`src/rtl/flash_bus_ctrl.sv`:
```
module flash_bus_ctrl #(
  parameter int WAKE_CYC  = 4,
  parameter int ERASE_CYC = 12,
  parameter int PROG_CYC  = 5,
  parameter int LOCK_CYC  = 8,
  parameter int CW        = 8,
  parameter logic [7:0] MFR_ID = 8'hA7,
  parameter logic [7:0] DEV_ID = 8'h4E
) (
  input  logic       clk,
  input  logic       pd_n,
  input  logic       ce_n,
  input  logic       oe_n,
  input  logic       we_n,
  input  logic       vpp_ok,
  input  logic       addr0,
  input  logic [7:0] din,
  input  logic [7:0] arr_q,
  output logic [7:0] dq_out,
  output logic       dq_oe,
  output logic       rdy
);
  localparam logic [1:0] M_ARR = 2'd0, M_ID = 2'd1, M_SR = 2'd2;
  localparam logic [1:0] P_NONE = 2'd0, P_ERS = 2'd1, P_PRG = 2'd2, P_LCK = 2'd3;

  logic [1:0]    mode, pend;
  logic          busy, err, we_q;
  logic [CW-1:0] wcnt, ocnt, dur;
  logic          awake, wr, go;

  assign awake = (wcnt == '0);
  assign wr    = we_n & ~we_q & ~ce_n & awake & ~busy;
  assign go    = (pend == P_PRG) | ((pend == P_ERS) & (din == 8'hD0)) |
                 ((pend == P_LCK) & (din == 8'h01));
  assign dur   = (pend == P_ERS) ? CW'(ERASE_CYC - 1) :
                 (pend == P_PRG) ? CW'(PROG_CYC - 1) : CW'(LOCK_CYC - 1);

  always_ff @(posedge clk or negedge pd_n) begin
    if (!pd_n) begin
      mode <= M_ARR;
      pend <= P_NONE;
      busy <= 1'b0;
      err  <= 1'b0;
      we_q <= 1'b1;
      wcnt <= CW'(WAKE_CYC);
      ocnt <= '0;
    end else begin
      we_q <= we_n;
      if (!awake) wcnt <= wcnt - 1'b1;
      if (busy) begin
        if (ocnt == '0) busy <= 1'b0;
        else            ocnt <= ocnt - 1'b1;
      end
      if (wr) begin
        if (pend != P_NONE) begin
          pend <= P_NONE;
          if (go) begin
            mode <= M_SR;
            if (vpp_ok) begin
              busy <= 1'b1;
              ocnt <= dur;
            end else begin
              err <= 1'b1;
            end
          end else begin
            mode <= M_ARR;
          end
        end else begin
          case (din)
            8'hFF: mode <= M_ARR;
            8'h90: mode <= M_ID;
            8'h70: mode <= M_SR;
            8'h50: err  <= 1'b0;
            8'h20: begin pend <= P_ERS; mode <= M_SR; end
            8'h40: begin pend <= P_PRG; mode <= M_SR; end
            8'h60: begin pend <= P_LCK; mode <= M_SR; end
            default: ;
          endcase
        end
      end
    end
  end

  assign dq_oe  = pd_n & awake & ~ce_n & ~oe_n & we_n;
  assign rdy    = pd_n & awake & ~busy;
  assign dq_out = (mode == M_ID) ? (addr0 ? DEV_ID : MFR_ID) :
                  (mode == M_SR) ? {~busy, 3'b000, err, 3'b000} : arr_q;
endmodule

```
`config.mk`:
```
export PLATFORM = sky130hd
export DESIGN_NAME = flash_bus_ctrl
export DESIGN_NICKNAME = d
export VERILOG_FILES = /design/src/rtl/flash_bus_ctrl.sv
export SDC_FILE = /design/constraint.sdc
export NUM_CORES = 1
export LEC_CHECK = 0
export BUFFER_PORTS_ARGS = -buffer_cell sky130_fd_sc_hd__buf_4
export CAP_MARGIN = 10
export CORE_MARGIN = 2
export CORE_UTILIZATION = 40
export CTS_CLUSTER_SIZE = 24
export DETAILED_ROUTE_END_ITERATION = 12
export GPL_ROUTABILITY_DRIVEN = 0
export PLACE_DENSITY = 0.66
export SLEW_MARGIN = 10
export SYNTH_ARGS = -nofsm -noshare
export SYNTH_HDL_FRONTEND = slang
export SYNTH_SLANG_ARGS = --single-unit
```
`constraint.sdc`:
```
create_clock -name clk -period 3 [get_ports clk]
set_input_delay 0.3 -clock clk [delete_from_list [all_inputs] [get_ports clk]]
set_output_delay 0.3 -clock clk [all_outputs]
set_load 0.005 [all_outputs]
```
### Yosys cells after proc, flatten, opt, wreduce, memory -nomap -nowiden

Cells that the tools add are included.

| cells by class | value |
|---|---|
| reduce and logical (&&, ||, !) cells | 10 |
| bitwise operators | 17 |
| multiplexer cells | 26 |
| equal/unequal tests | 16 |
| add/sub/neg operators | 2 |

Operators with widths:

| kind | count |
|---|---|
| $mux W8 | 9 |
| $eq A8 B7 Y1 const B | 4 |
| $eq A8 B8 Y1 const B | 3 |
| $logic_not A8 Y1 | 2 |
| $sub A8 B1 Y8 const B | 2 |
| $pmux W2 S3 | 2 |
| $and A1 B1 Y1 | 11 |
| $mux W1 | 10 |
| $eq A8 B1 Y1 const B | 1 |
| $eq A8 B6 Y1 const B | 1 |
| $mux W2 | 4 |
| $reduce_bool A4 Y1 | 2 |
| $eq A2 B2 Y1 const B | 3 |
| $eq A2 B1 Y1 const B | 2 |
| $mux W4 | 1 |
| $ne A2 B2 Y1 const B | 2 |
| $not A1 Y1 | 4 |
| $reduce_and A2 Y1 | 2 |
| $reduce_and A4 Y1 | 1 |
| $reduce_bool A2 Y1 | 2 |
| $reduce_or A4 Y1 | 1 |
| $or A1 B1 Y1 | 2 |

| word-level totals | value |
|---|---|
| output and inout port bits | 10 |
| bits in registers | 23 |

### Depth between registers and ports, before layout

Gate-level depths: netlist (run 1).

| depth | value |
|---|---|
| depth after elaboration | 7 |
| mapped depth | 7 |

### Worst setup path before layout (run 1)

OpenSTA, ideal clock, no wires.

| timing | value |
|---|---|
| path kind | register to register |
| start | register wcnt[0] |
| end | register mode[0] |
| clock period less this slack | 1,970 ps |
| data required time | 2,878 ps |
| data arrival time | 1,848 ps |
| buffers on the path | 1 |
| setup slack | 1,030 ps |
| stages on the path, launching flop included | 8 |
| path through | dfrtp_1 -> inv_1 -> ha_1 -> nor3b_1 -> and3_1 -> buf_1 -> o41ai_1 -> a32o_1 |

| on the way | value |
|---|---|
| longest elaborated chain between the ends | 4 |

RTL lines:

| item | RTL line | text |
|---|---|---|
| start, declared | 28 | `logic [CW-1:0] wcnt, ocnt, dur;` |
| start signal, assigned | 45 | `wcnt <= CW'(WAKE_CYC);` |
| start signal, assigned | 49 | `if (!awake) wcnt <= wcnt - 1'b1;` |
| $logic_not A8 Y1 | 31 | `assign awake = (wcnt == '0);` |
| $and A1 B1 Y1 (2 in a row) | 32 | `assign wr = we_n & ~we_q & ~ce_n & awake & ~busy;` |
| $reduce_and A2 Y1 (no line) | -- |  |
| end signal, assigned | 40 | `mode <= M_ARR;` |
| end signal, assigned | 58 | `mode <= M_SR;` |
| end signal, assigned | 66 | `mode <= M_ARR;` |
| end, declared | 26 | `logic [1:0] mode, pend;` |

Every way passes these cells.
A chain may end at the register's enable or synchronous reset.

### Worst setup path in the final report (run 1)

| timing | value |
|---|---|
| start | register wcnt[0] |
| end | output dq_oe |

| on the way | value |
|---|---|
| longest elaborated chain between the ends | 5 |

RTL lines:

| item | RTL line | text |
|---|---|---|
| $logic_not A8 Y1 | 31 |  |
| $and A1 B1 Y1 (4 in a row) | 84 | `assign dq_oe = pd_n & awake & ~ce_n & ~oe_n & we_n;` |
| end, declared | 20 | `output logic dq_oe,` |

Every way passes these cells.

==> impl_results.md, run 1 <==
- Mapped Area: 1549 µm²
- Worst slew pin tran: 0.7182 ns
- Pin count of the biggest net entering global routing: 25
- IO Pins: 33
- Post-synthesis sequential area ratio: 37.32%
- CP Cell Sequence: inv_1 -> ha_1 -> nor3b_1 -> nand3_1 -> nor4b_1 -> buf_4
- Hold Path Cell Cnt: 1
- Number of port buffers: 32
- All-Layer GR Usage: 17.62%
- DIE HEIGHT: 66.23 µm
- Drt drc: 0
- Worst Hold Class: in -> reg
- Leakage power: 0.8490 nW
- Synth Area in Simple Gates: 28.27%
- Detail Placement HPWL: 2.758 mm
- DR vias: 1406
- Synth Register Bits: 23
- Worst-path clk slew: 0.08 ns
- Largest family of logic cells by synthesized area: simple AND/OR/NAND/NOR gates
- Fin util: 51.22%
- Final setup fails: 0
- Async S/R FF share, synth: 100.0%
- Cell variety after synth: 49
- XOR/XNOR Fraction of Synth Area: 5.089%
- # rows: 22
- Worst vdd ir: 0.4048 mV
- Global-route wire length before repair: 6.030 mm
- Max transition margin: 51.68%
- CTS root buf: clkbuf_8
- Critical Path Start Type: register
- Area delta synth->final: 21.97%
- Initial antenna violation count: 0
- Setup crit end kind: output port
- Max stage delay on crit path: 0.54 ns
- Starting DRT DRC Count: 100
- Setup repair after global routing missed its margin: no
- Adder-cell share of the synthesized area: 3.716%
- Mapped Nets: 196
- Final period util: 84.30%
- Placed cell count: 246
- Crit Path Max Fanout: 6
- WP data required: 2.70 ns
- Vias per cell: 5.602
- WS Path Type: reg -> out
- Fmax: 395.4 MHz
- Reg2Reg Depth: 6
- Vias in the first global route: 1386
- Gate Count Post-Synth: 170
- Post-layout min period: 2.529 ns
- Clock Sinks: 23
- Final Hold Viols: 0
- Layout Nets: 230
- CTS Buffer Depth: 2
- Initial Util: 41.99%
- Drt pass-1 iters: 4
- Antenna fix cells: 0
- Antenna Nets Post-Route: 0
- Max Slew Vio Count: 0
- Post-cts resize count: 0
- Max stage delay cell, worst path: nor3b_1
- Clk_skew: 0.002370 ns
- Worst skew pair latency: 0.27 ns
- Compound-Gate Fraction of Synth Area: 17.12%
- Die X: 66.23 µm
- Share of post-route cells with drive strength above 1: 22.17%
- Post-route non-filler standard cell count: 251
- Post-synth EDFFs: 0
- Average wire per cell in the routed design: 14.08 µm
- CTS tree: built
- Aggregate global routing overflow: 0
- Total CTS buffers: 3
- Yosys warnings: 0
- Outcome: complete, no violations
- Core Box Area: 3689 µm²
- Max Cap Violations: 0
- H-tree lvl count: 1
- Syn avg cell area: 9.112 µm²
- Arr. time, crit path: 2.23 ns
- Mux cell area share after synthesis: 5.331%
- Top_reg_cell synth: dfrtp_1
- Pwr/cell area: 586.6 nW/µm²
- Full die area: 4386 µm²
- Setup TNS: 0 ns
- Post-Route WL: 3.534 mm
## critical path: cells and delay by family, from the launching register on
kind                       cells  cell delay, ns
and+or+nand+nor                3            1.03
adders and majority gates      1            0.27
buffers and inverters          2            0.28
DFF                            1            0.38
## area by class of cell
class | instances | area [µm²]
tap | 48 | 60.06
sequential | 23 | 578.1
timing repair buffer | 33 | 250.2
inverter | 9 | 33.78
fill | 359 | 1799
multi-input combinational | 134 | 922.1
clock buffer | 4 | 45.04
## cell families after synthesis
family / count (synthesis)
buf+inv: 13
fa+ha+maj: 5
simple gates: 79
compound gates: 33
flops: 23
xor+xnor: 9
mux: 8
## synthesized netlist by cell type (4+ instances only)
cell	number	area [µm²]
dfrtp_1	21	525.5
nor2_1	17	63.81
nand2_1	13	48.80
inv_1	9	33.78
nor3_1	9	45.04
nand3_1	8	40.04
mux2i_1	6	60.06
o21ai_0	6	30.03
xnor2_1	5	43.79
nor4_1	4	25.02
xor2_1	4	35.03
## flip-flops by register name, summed over array words and instances, names as in the netlist
name / flops
ocnt: 8
err: 1
we_q: 1
mode: 2
busy: 1
wcnt: 8
pend: 2
## stage by stage
step | area [µm²] | power [mW] | worst slack (ns) | hold slack (ns)
global placement | 1834 | 0.8991 | 0.8741 | 0.2074
detailed placement | 1834 | 0.9200 | 0.7399 | 0.2118
CTS | 1889 | 1.117 | 0.4462 | 0.1480
floorplan | 1549 | 0.7565 | 1.030 | 0.004409
global route | 1889 | 1.201 | 0.2666 | 0.1326
finish | 1889 | 1.108 | 0.4710 | 0.1502
## power breakdown
group / internal [mW] / switching [mW] / leakage (nW)
combinational: 0.241 / 0.216 / 0.532
clock: 0.0950 / 0.0977 / 0.0228
sequential: 0.375 / 0.0839 / 0.294
## repair_timing
item,CTS,global route
hold buffers,1,0
setup buffers,0,0
hold endpoints to repair,21,0
endpoints found under the setup margin,0,0
## layer usage
| metal | part of all wire [%] | track usage (%) | wire length, µm |
|---|---|---|---|
| met1 | 45 | 22.39 | 1592 |
| met2 | 49 | 28.63 | 1741 |
| met3 | 5.3 | 4.940 | 188 |
| met4 | 0.31 | 5.867 | 11 |
| met5 | 0 | 0 | 0 |
## worst paths after layout
check,from,endpoint,slack [ns]
setup / recovery,wcnt[0],dq_oe,0.47
hold / removal,we_n,we_q,0.15
setup reg to reg,wcnt[0],ocnt[0],0.72
hold reg to reg,err,err,0.53
max in group asynchronous,pd_n,we_q,2.26
min in group asynchronous,pd_n,wcnt[7],0.46
## layout by cell type, fill, tap and decap left out, drive strengths merged, types with 2 or more instances in the layout
| cell | n |
|---|---|
| or4b | 2 |
| nor3b | 2 |
| a211oi | 2 |
| mux2 | 2 |
| a21o | 2 |
| nor4 | 4 |
| nor2b | 3 |
| nor2 | 17 |
| a22o | 3 |
| o211a | 2 |
| nand2b | 2 |
| a21oi | 3 |
| dfrtp | 21 |
| maj3 | 2 |
| nand4 | 2 |
| ha | 3 |
| nor3 | 9 |
| nand3 | 8 |
| mux2i | 6 |
| nand3b | 2 |
| o21a | 3 |
| dfstp | 2 |
| or4 | 3 |
| nand2 | 13 |
| inv | 9 |
| xnor2 | 5 |
| o21ai | 6 |
| clkbuf | 4 |
| or3 | 3 |
| buf | 32 |
| or2 | 2 |
| nor4b | 3 |
| xor2 | 4 |
| o41ai | 3 |
(Power assumes the default switching activity.)
==> run 2, diff against run 1 <==
Settings changed: PLACE_DENSITY 0.66 to 0.68.
Clock period 3 ns to 2.2 ns, I/O delays scaled along.
==> run 2 against run 1 <==
Net effect:
- cell area grew 3.3%
- combinational power increased by 39%
- sequential power rose by 36%
- via count rose by 1.3%
- non-clock buffer count grew 5
- routed wire length decreased by 0.71%
- total power grew 37%
- flip-flop and latch count unchanged
- hold slack got worse by 0.072 ns
- sequential share of layout area down 0.98 points
- core utilization is 1.7 points higher
- critical path depth rose by 1
==> impl_results.md, run 2 (synthesized netlist as in run 1, its figures left out) <==
- Outcome: complete, no violations
- Global-route wire length before repair: 5.747 mm
- Delay-heaviest family, CP: simple AND/OR/NAND/NOR gates
- Aggregate global routing overflow: 0
- Layout Nets: 235
- Reg2Reg Depth: 7
- FILL cells: 348
- WS Path Type: reg -> out
- IO Pins: 33
- Cell count along the critical path: 7
- Worst skew pair latency: 0.27 ns
- Worst-path clk slew: 0.09 ns
- Sw Ratio: 35.80%
- Die X: 66.23 µm
- Commonest cells after routing, fill and taps aside: 37 x buf_4, 21 x dfrtp_1, 17 x nor2_1, 13 x nand2_1, 9 x nor3_1
- Average wire per cell in the routed design: 13.71 µm
- H-tree lvl count: 1
- Antenna fix cells: 0
- Placed cell count: 251
- Setup repair after global routing missed its margin: no
- Finished Cell Area: 1952 µm²
- WP data required: 1.98 ns
- Initial antenna violation count: 0
- Setup crit end kind: output port
- Total CTS buffers: 3
- Arr. time, crit path: 1.81 ns
- Comb pwr share: 41.7%
- Fmax: 491.8 MHz
- Full die area: 4386 µm²
- Seq. cell area: 578.1 µm²
- Crit Path Max Fanout: 6
- Max stage delay cell, worst path: dfrtp_1
- Leakage power: 0.8820 nW
- Clk_skew: 0.01254 ns
- Top Registers: ocnt x8, wcnt x8
- Drt pass-1 iters: 4
- Post-route non-filler standard cell count: 256
- # rows: 22
- Reg power frac: 40.9%
- Vias in the first global route: 1324
- Core Box Area: 3689 µm²
- Post-Route WL: 3.509 mm
- CTS root buf: clkbuf_8
- Placement Setup Slack: 0.1981 ns
- DIE HEIGHT: 66.23 µm
- WP buf/inv: 3
- Detail Placement HPWL: 2.697 mm
- DR vias: 1424
- Most used cell, CP: buf_4
- Worst Hold Class: in -> reg
- Worst vdd ir: 0.6872 mV
- Share of post-route cells with drive strength above 1: 26.92%
- Postcts setup bufs: 0
- Clock Power Share: 17.4%
- Max stage delay on crit path: 0.40 ns
- Max Cap Violations: 0
- CTS Buffer Depth: 2
- Final Hold Viols: 0
- Starting DRT DRC Count: 104
- Max transition margin: 56.60%
- CTS tree: built
- Vias per cell: 5.563
- Pwr/cell area: 778.5 nW/µm²
- Final setup margin: 0.1667 ns
- Min Hold Slack: 0.07857 ns
- Antenna Nets Post-Route: 0
- Most common cell after layout, fill and taps aside: buf_4
- Area of the multi-input gates: 945.9 µm²
- P_int: 0.9755 mW
- Number of port buffers: 32
- Clock Sinks: 23
- Final setup fails: 0
- Max Slew Vio Count: 0
- Hold Path Cell Cnt: 1
- Final period util: 92.42%
- All-Layer GR Usage: 16.59%
- Tot Pwr: 1.520 mW
- Sw Pwr: 0.5440 mW
- Setup TNS: 0 ns
- Drt drc: 0
- Fin util: 52.92%
- Cell area after placement: 1872 µm²
- Area delta synth->final: 26.01%
- Worst slew pin tran: 0.6425 ns
- Critical Path Start Type: register
- CP Cell Sequence: inv_2 -> ha_4 -> nor3b_2 -> buf_4 -> nand3_1 -> nor4b_2 -> buf_4
- Pin count of the biggest net entering global routing: 25
- Post-layout min period: 2.033 ns
- Initial Util: 41.99%
-- run 2: cell types whose count changed in the layout (fill, tap and decap cells not counted), sizes merged --
cell	before	now
buf	32	37
clkinv	0	1
clkbuf	4	3
-- run 2: worst reg2reg max path, cell delays in order (launching register included) --
cell,delay [ns]
dfrtp_1,0.40
inv_2,0.10
ha_4,0.17
nor3b_2,0.17
buf_4,0.16
nand2_1,0.15
o32ai_4,0.41
o211a_1,0.21
-- run 2: area by class of cell --
type	instances	area share, %
Sequential cell	23	29.62
Clock buffer	3	2.115
Timing Repair Buffer	38	14.74
Clock inverter	1	0.2564
Inverter	9	1.731
Multi-Input combinational cell	134	48.46
Tap cell	48	3.077
-- run 2: power groups by stage --
stage / Combinational (mW) / Sequential (mW) / Clock, mW
6_report: 0.634 / 0.622 / 0.264
5_1_grt: 0.708 / 0.638 / 0.292
4_1_cts: 0.640 / 0.619 / 0.274
3_5_place_dp: 0.633 / 0.627 / 0
3_3_place_gp: 0.612 / 0.622 / 0
2_1_floorplan: 0.448 / 0.584 / 0
-- run 2: worst paths after layout --
path	to	slack (ns)	start
worst max-delay path	dq_oe	0.17	wcnt[0]
worst min-delay path	we_q	0.08	we_n
worst max register to register	ocnt[0]	0.37	wcnt[0]
worst min register to register	err	0.51	err
max in group asynchronous	we_q	1.52	pd_n
min in group asynchronous	wcnt[6]	0.38	pd_n
-- run 2: what timing repair did --
item	CTS	global route
hold buffers	1	0
endpoints found under the hold margin	21	0
setup endpoints to repair	1	1
pin swaps	0	1
gates resized for setup	1	5
-- run 2: metal layers --
layer | track usage, % | up-vias | part of all wire, %
li1 | - | 710 | -
met1 | 20.82 | 687 | 47
met2 | 28.25 | 25 | 48
met3 | 3.918 | 2 | 4.1
met4 | 4.592 | 0 | 0.66
met5 | 0 | - | 0
==> run 3, diff against run 2 <==
Settings changed: PLACE_DENSITY 0.68 to not set, PLACE_DENSITY_LB_ADDON set to 0.15.
==> run 3 against run 2 <==
Net effect:
- routed wire length decreased by 2.7%
- total power increased by 0.28%
- non-clock buffer count increased by 1
- largest cell class unchanged
==> impl_results.md, run 3 (synthesized netlist as in run 1, its figures left out) <==
- Post-layout min period: 2.064 ns
- Fmax: 484.6 MHz
- Top Registers: ocnt x8, wcnt x8
- Seq. cell area: 578.1 µm²
- Reg2reg end: ocnt[3]
- CTS root buf: clkbuf_8
- Average wire per cell in the routed design: 13.28 µm
- Layout Nets: 236
- Worst-path clk slew: 0.08 ns
- Number of port buffers: 32
- H-tree lvl count: 1
- Crit Path Max Fanout: 6
- Detail Route met3 WL: 203 µm
- RR Startpoint: wcnt[1]
- Outcome: complete, no violations
- Setup repair after global routing missed its margin: no
- Start point of the critical path: wcnt[1]
- Clock Sinks: 23
- Antenna Nets Post-Route: 0
- CP Cell Sequence: inv_1 -> ha_4 -> nor3b_1 -> buf_4 -> nand3_1 -> nor4b_2 -> buf_4
- Min Hold Slack: 0.07759 ns
- Post-Route WL: 3.413 mm
- Share of post-route cells with drive strength above 1: 25.84%
- Antenna fix cells: 0
- Top sig layer: met4
- IO Pins: 33
- Worst slew pin tran: 0.6659 ns
- P_int: 0.9826 mW
- Clock Power Share: 17.0%
- Max stage delay cell, worst path: dfrtp_1
- DIE HEIGHT: 66.23 µm
- Worst Hold Class: in -> reg
- Worst vdd ir: 0.3025 mV
- Pwr/cell area: 780.2 nW/µm²
- Max Slew Vio Count: 0
- WP buf/inv: 3
- Full die area: 4386 µm²
- Final period util: 93.81%
- Placed cell count: 252
- Setup crit end kind: output port
- Most used cell, CP: buf_4
- Max Cap Violations: 0
- Starting DRT DRC Count: 52
- Tot Pwr: 1.524 mW
- Critical Path Start Type: register
- Leakage power: 0.8817 nW
- Post-route non-filler standard cell count: 257
- Setup TNS: 0 ns
- Die X: 66.23 µm
- Global-route wire length before repair: 6.044 mm
- Initial antenna violation count: 0
- Final Hold Viols: 0
- Core Box Area: 3689 µm²
- Pin count of the biggest net entering global routing: 25
- Delay-heaviest family, CP: simple AND/OR/NAND/NOR gates
- Met1 wire length: 1.577 mm
- Postcts setup bufs: 0
- CTS tree: built
- Aggregate global routing overflow: 0
- Drt pass-1 iters: 4
- Reg2Reg Depth: 8
- Arr. time, crit path: 1.84 ns
- Cell count along the critical path: 7
- DR vias: 1410
- Commonest cells after routing, fill and taps aside: 38 x buf_4, 21 x dfrtp_1, 17 x nor2_1, 13 x nand2_1, 9 x nor3_1
- CTS Buffer Depth: 2
- Total CTS buffers: 3
- Drt drc: 0
- Comb pwr share: 42.8%
- Most common cell after layout, fill and taps aside: buf_4
- Area delta synth->final: 26.09%
- Vias in the first global route: 1430
- Max transition margin: 55.02%
- All-Layer GR Usage: 17.26%
- DR WL met2: 1.591 mm
- Sw Pwr: 0.5412 mW
- Detail Placement HPWL: 2.673 mm
- Worst skew pair latency: 0.26 ns
- Initial Util: 41.99%
- Final setup fails: 0
- Clk_skew: 0.001426 ns
- Worst R2R Setup Slack: 0.32 ns
- # rows: 22
- FILL cells: 349
- Worst setup path endpoint: dq_oe
- Reg power frac: 40.2%
- Max stage delay on crit path: 0.41 ns
- WS Path Type: reg -> out
- Area of the multi-input gates: 940.9 µm²
- Vias per cell: 5.486
- WP data required: 1.98 ns
- Sw Ratio: 35.52%
==> run 3: worst min-delay path by stage <==
stage                     start  endpoint  slack, ns  depth (start not counted)
after floorplan            pd_n      busy      -0.08                          0
after global routing       we_n      we_q       0.07                          1
after global placement     pd_n   wcnt[3]       0.13                          1
after detailed placement   pd_n   wcnt[5]       0.14                          1
final                      we_n      we_q       0.08                          1
after CTS                  we_n      we_q       0.07                          1
==> run 3: area by class of cell <==
cell class                 instances  share of cell area [%]
inverter                           9                   1.730
tap                               48                   3.075
clock buffer                       4                   2.306
multi-input combinational        134                   48.17
timing repair buffer              39                   15.12
sequential                        23                   29.60
==> run 3: metrics by stage <==
step           setup WS (ns)  utilization, %  instance area [µm²]
3_3_place_gp          0.1407           50.95                 1879
5_1_grt             0.004275           52.95                 1953
6_report              0.1363           52.95                 1953
4_1_cts              0.01478           52.51                 1937
3_5_place_dp          0.1464           50.95                 1879
2_1_floorplan         0.2302               -                 1549
==> run 3: per-layer routing <==
metal,global-route usage [%],vias up
li1,-,719
met1,21.69,646
met2,30.63,41
met3,2.385,4
met4,4.847,0
met5,0,-
==> run 3: timing repair <==
action / 4_1_cts / 5_1_grt
pin swaps: 0 / 1
setup endpoints to repair: 1 / 1
gates resized for setup: 1 / 3
hold buffers: 1 / 0
hold endpoints to repair: 21 / 0
==> run 3: power by group through the flow <==
stage	clock network (mW)	logic, mW	registers, mW
3_5_place_dp	0	0.651	0.619
2_1_floorplan	0	0.448	0.584
6_report	0.258	0.653	0.613
5_1_grt	0.286	0.737	0.628
3_3_place_gp	0	0.622	0.615
4_1_cts	0.271	0.657	0.612
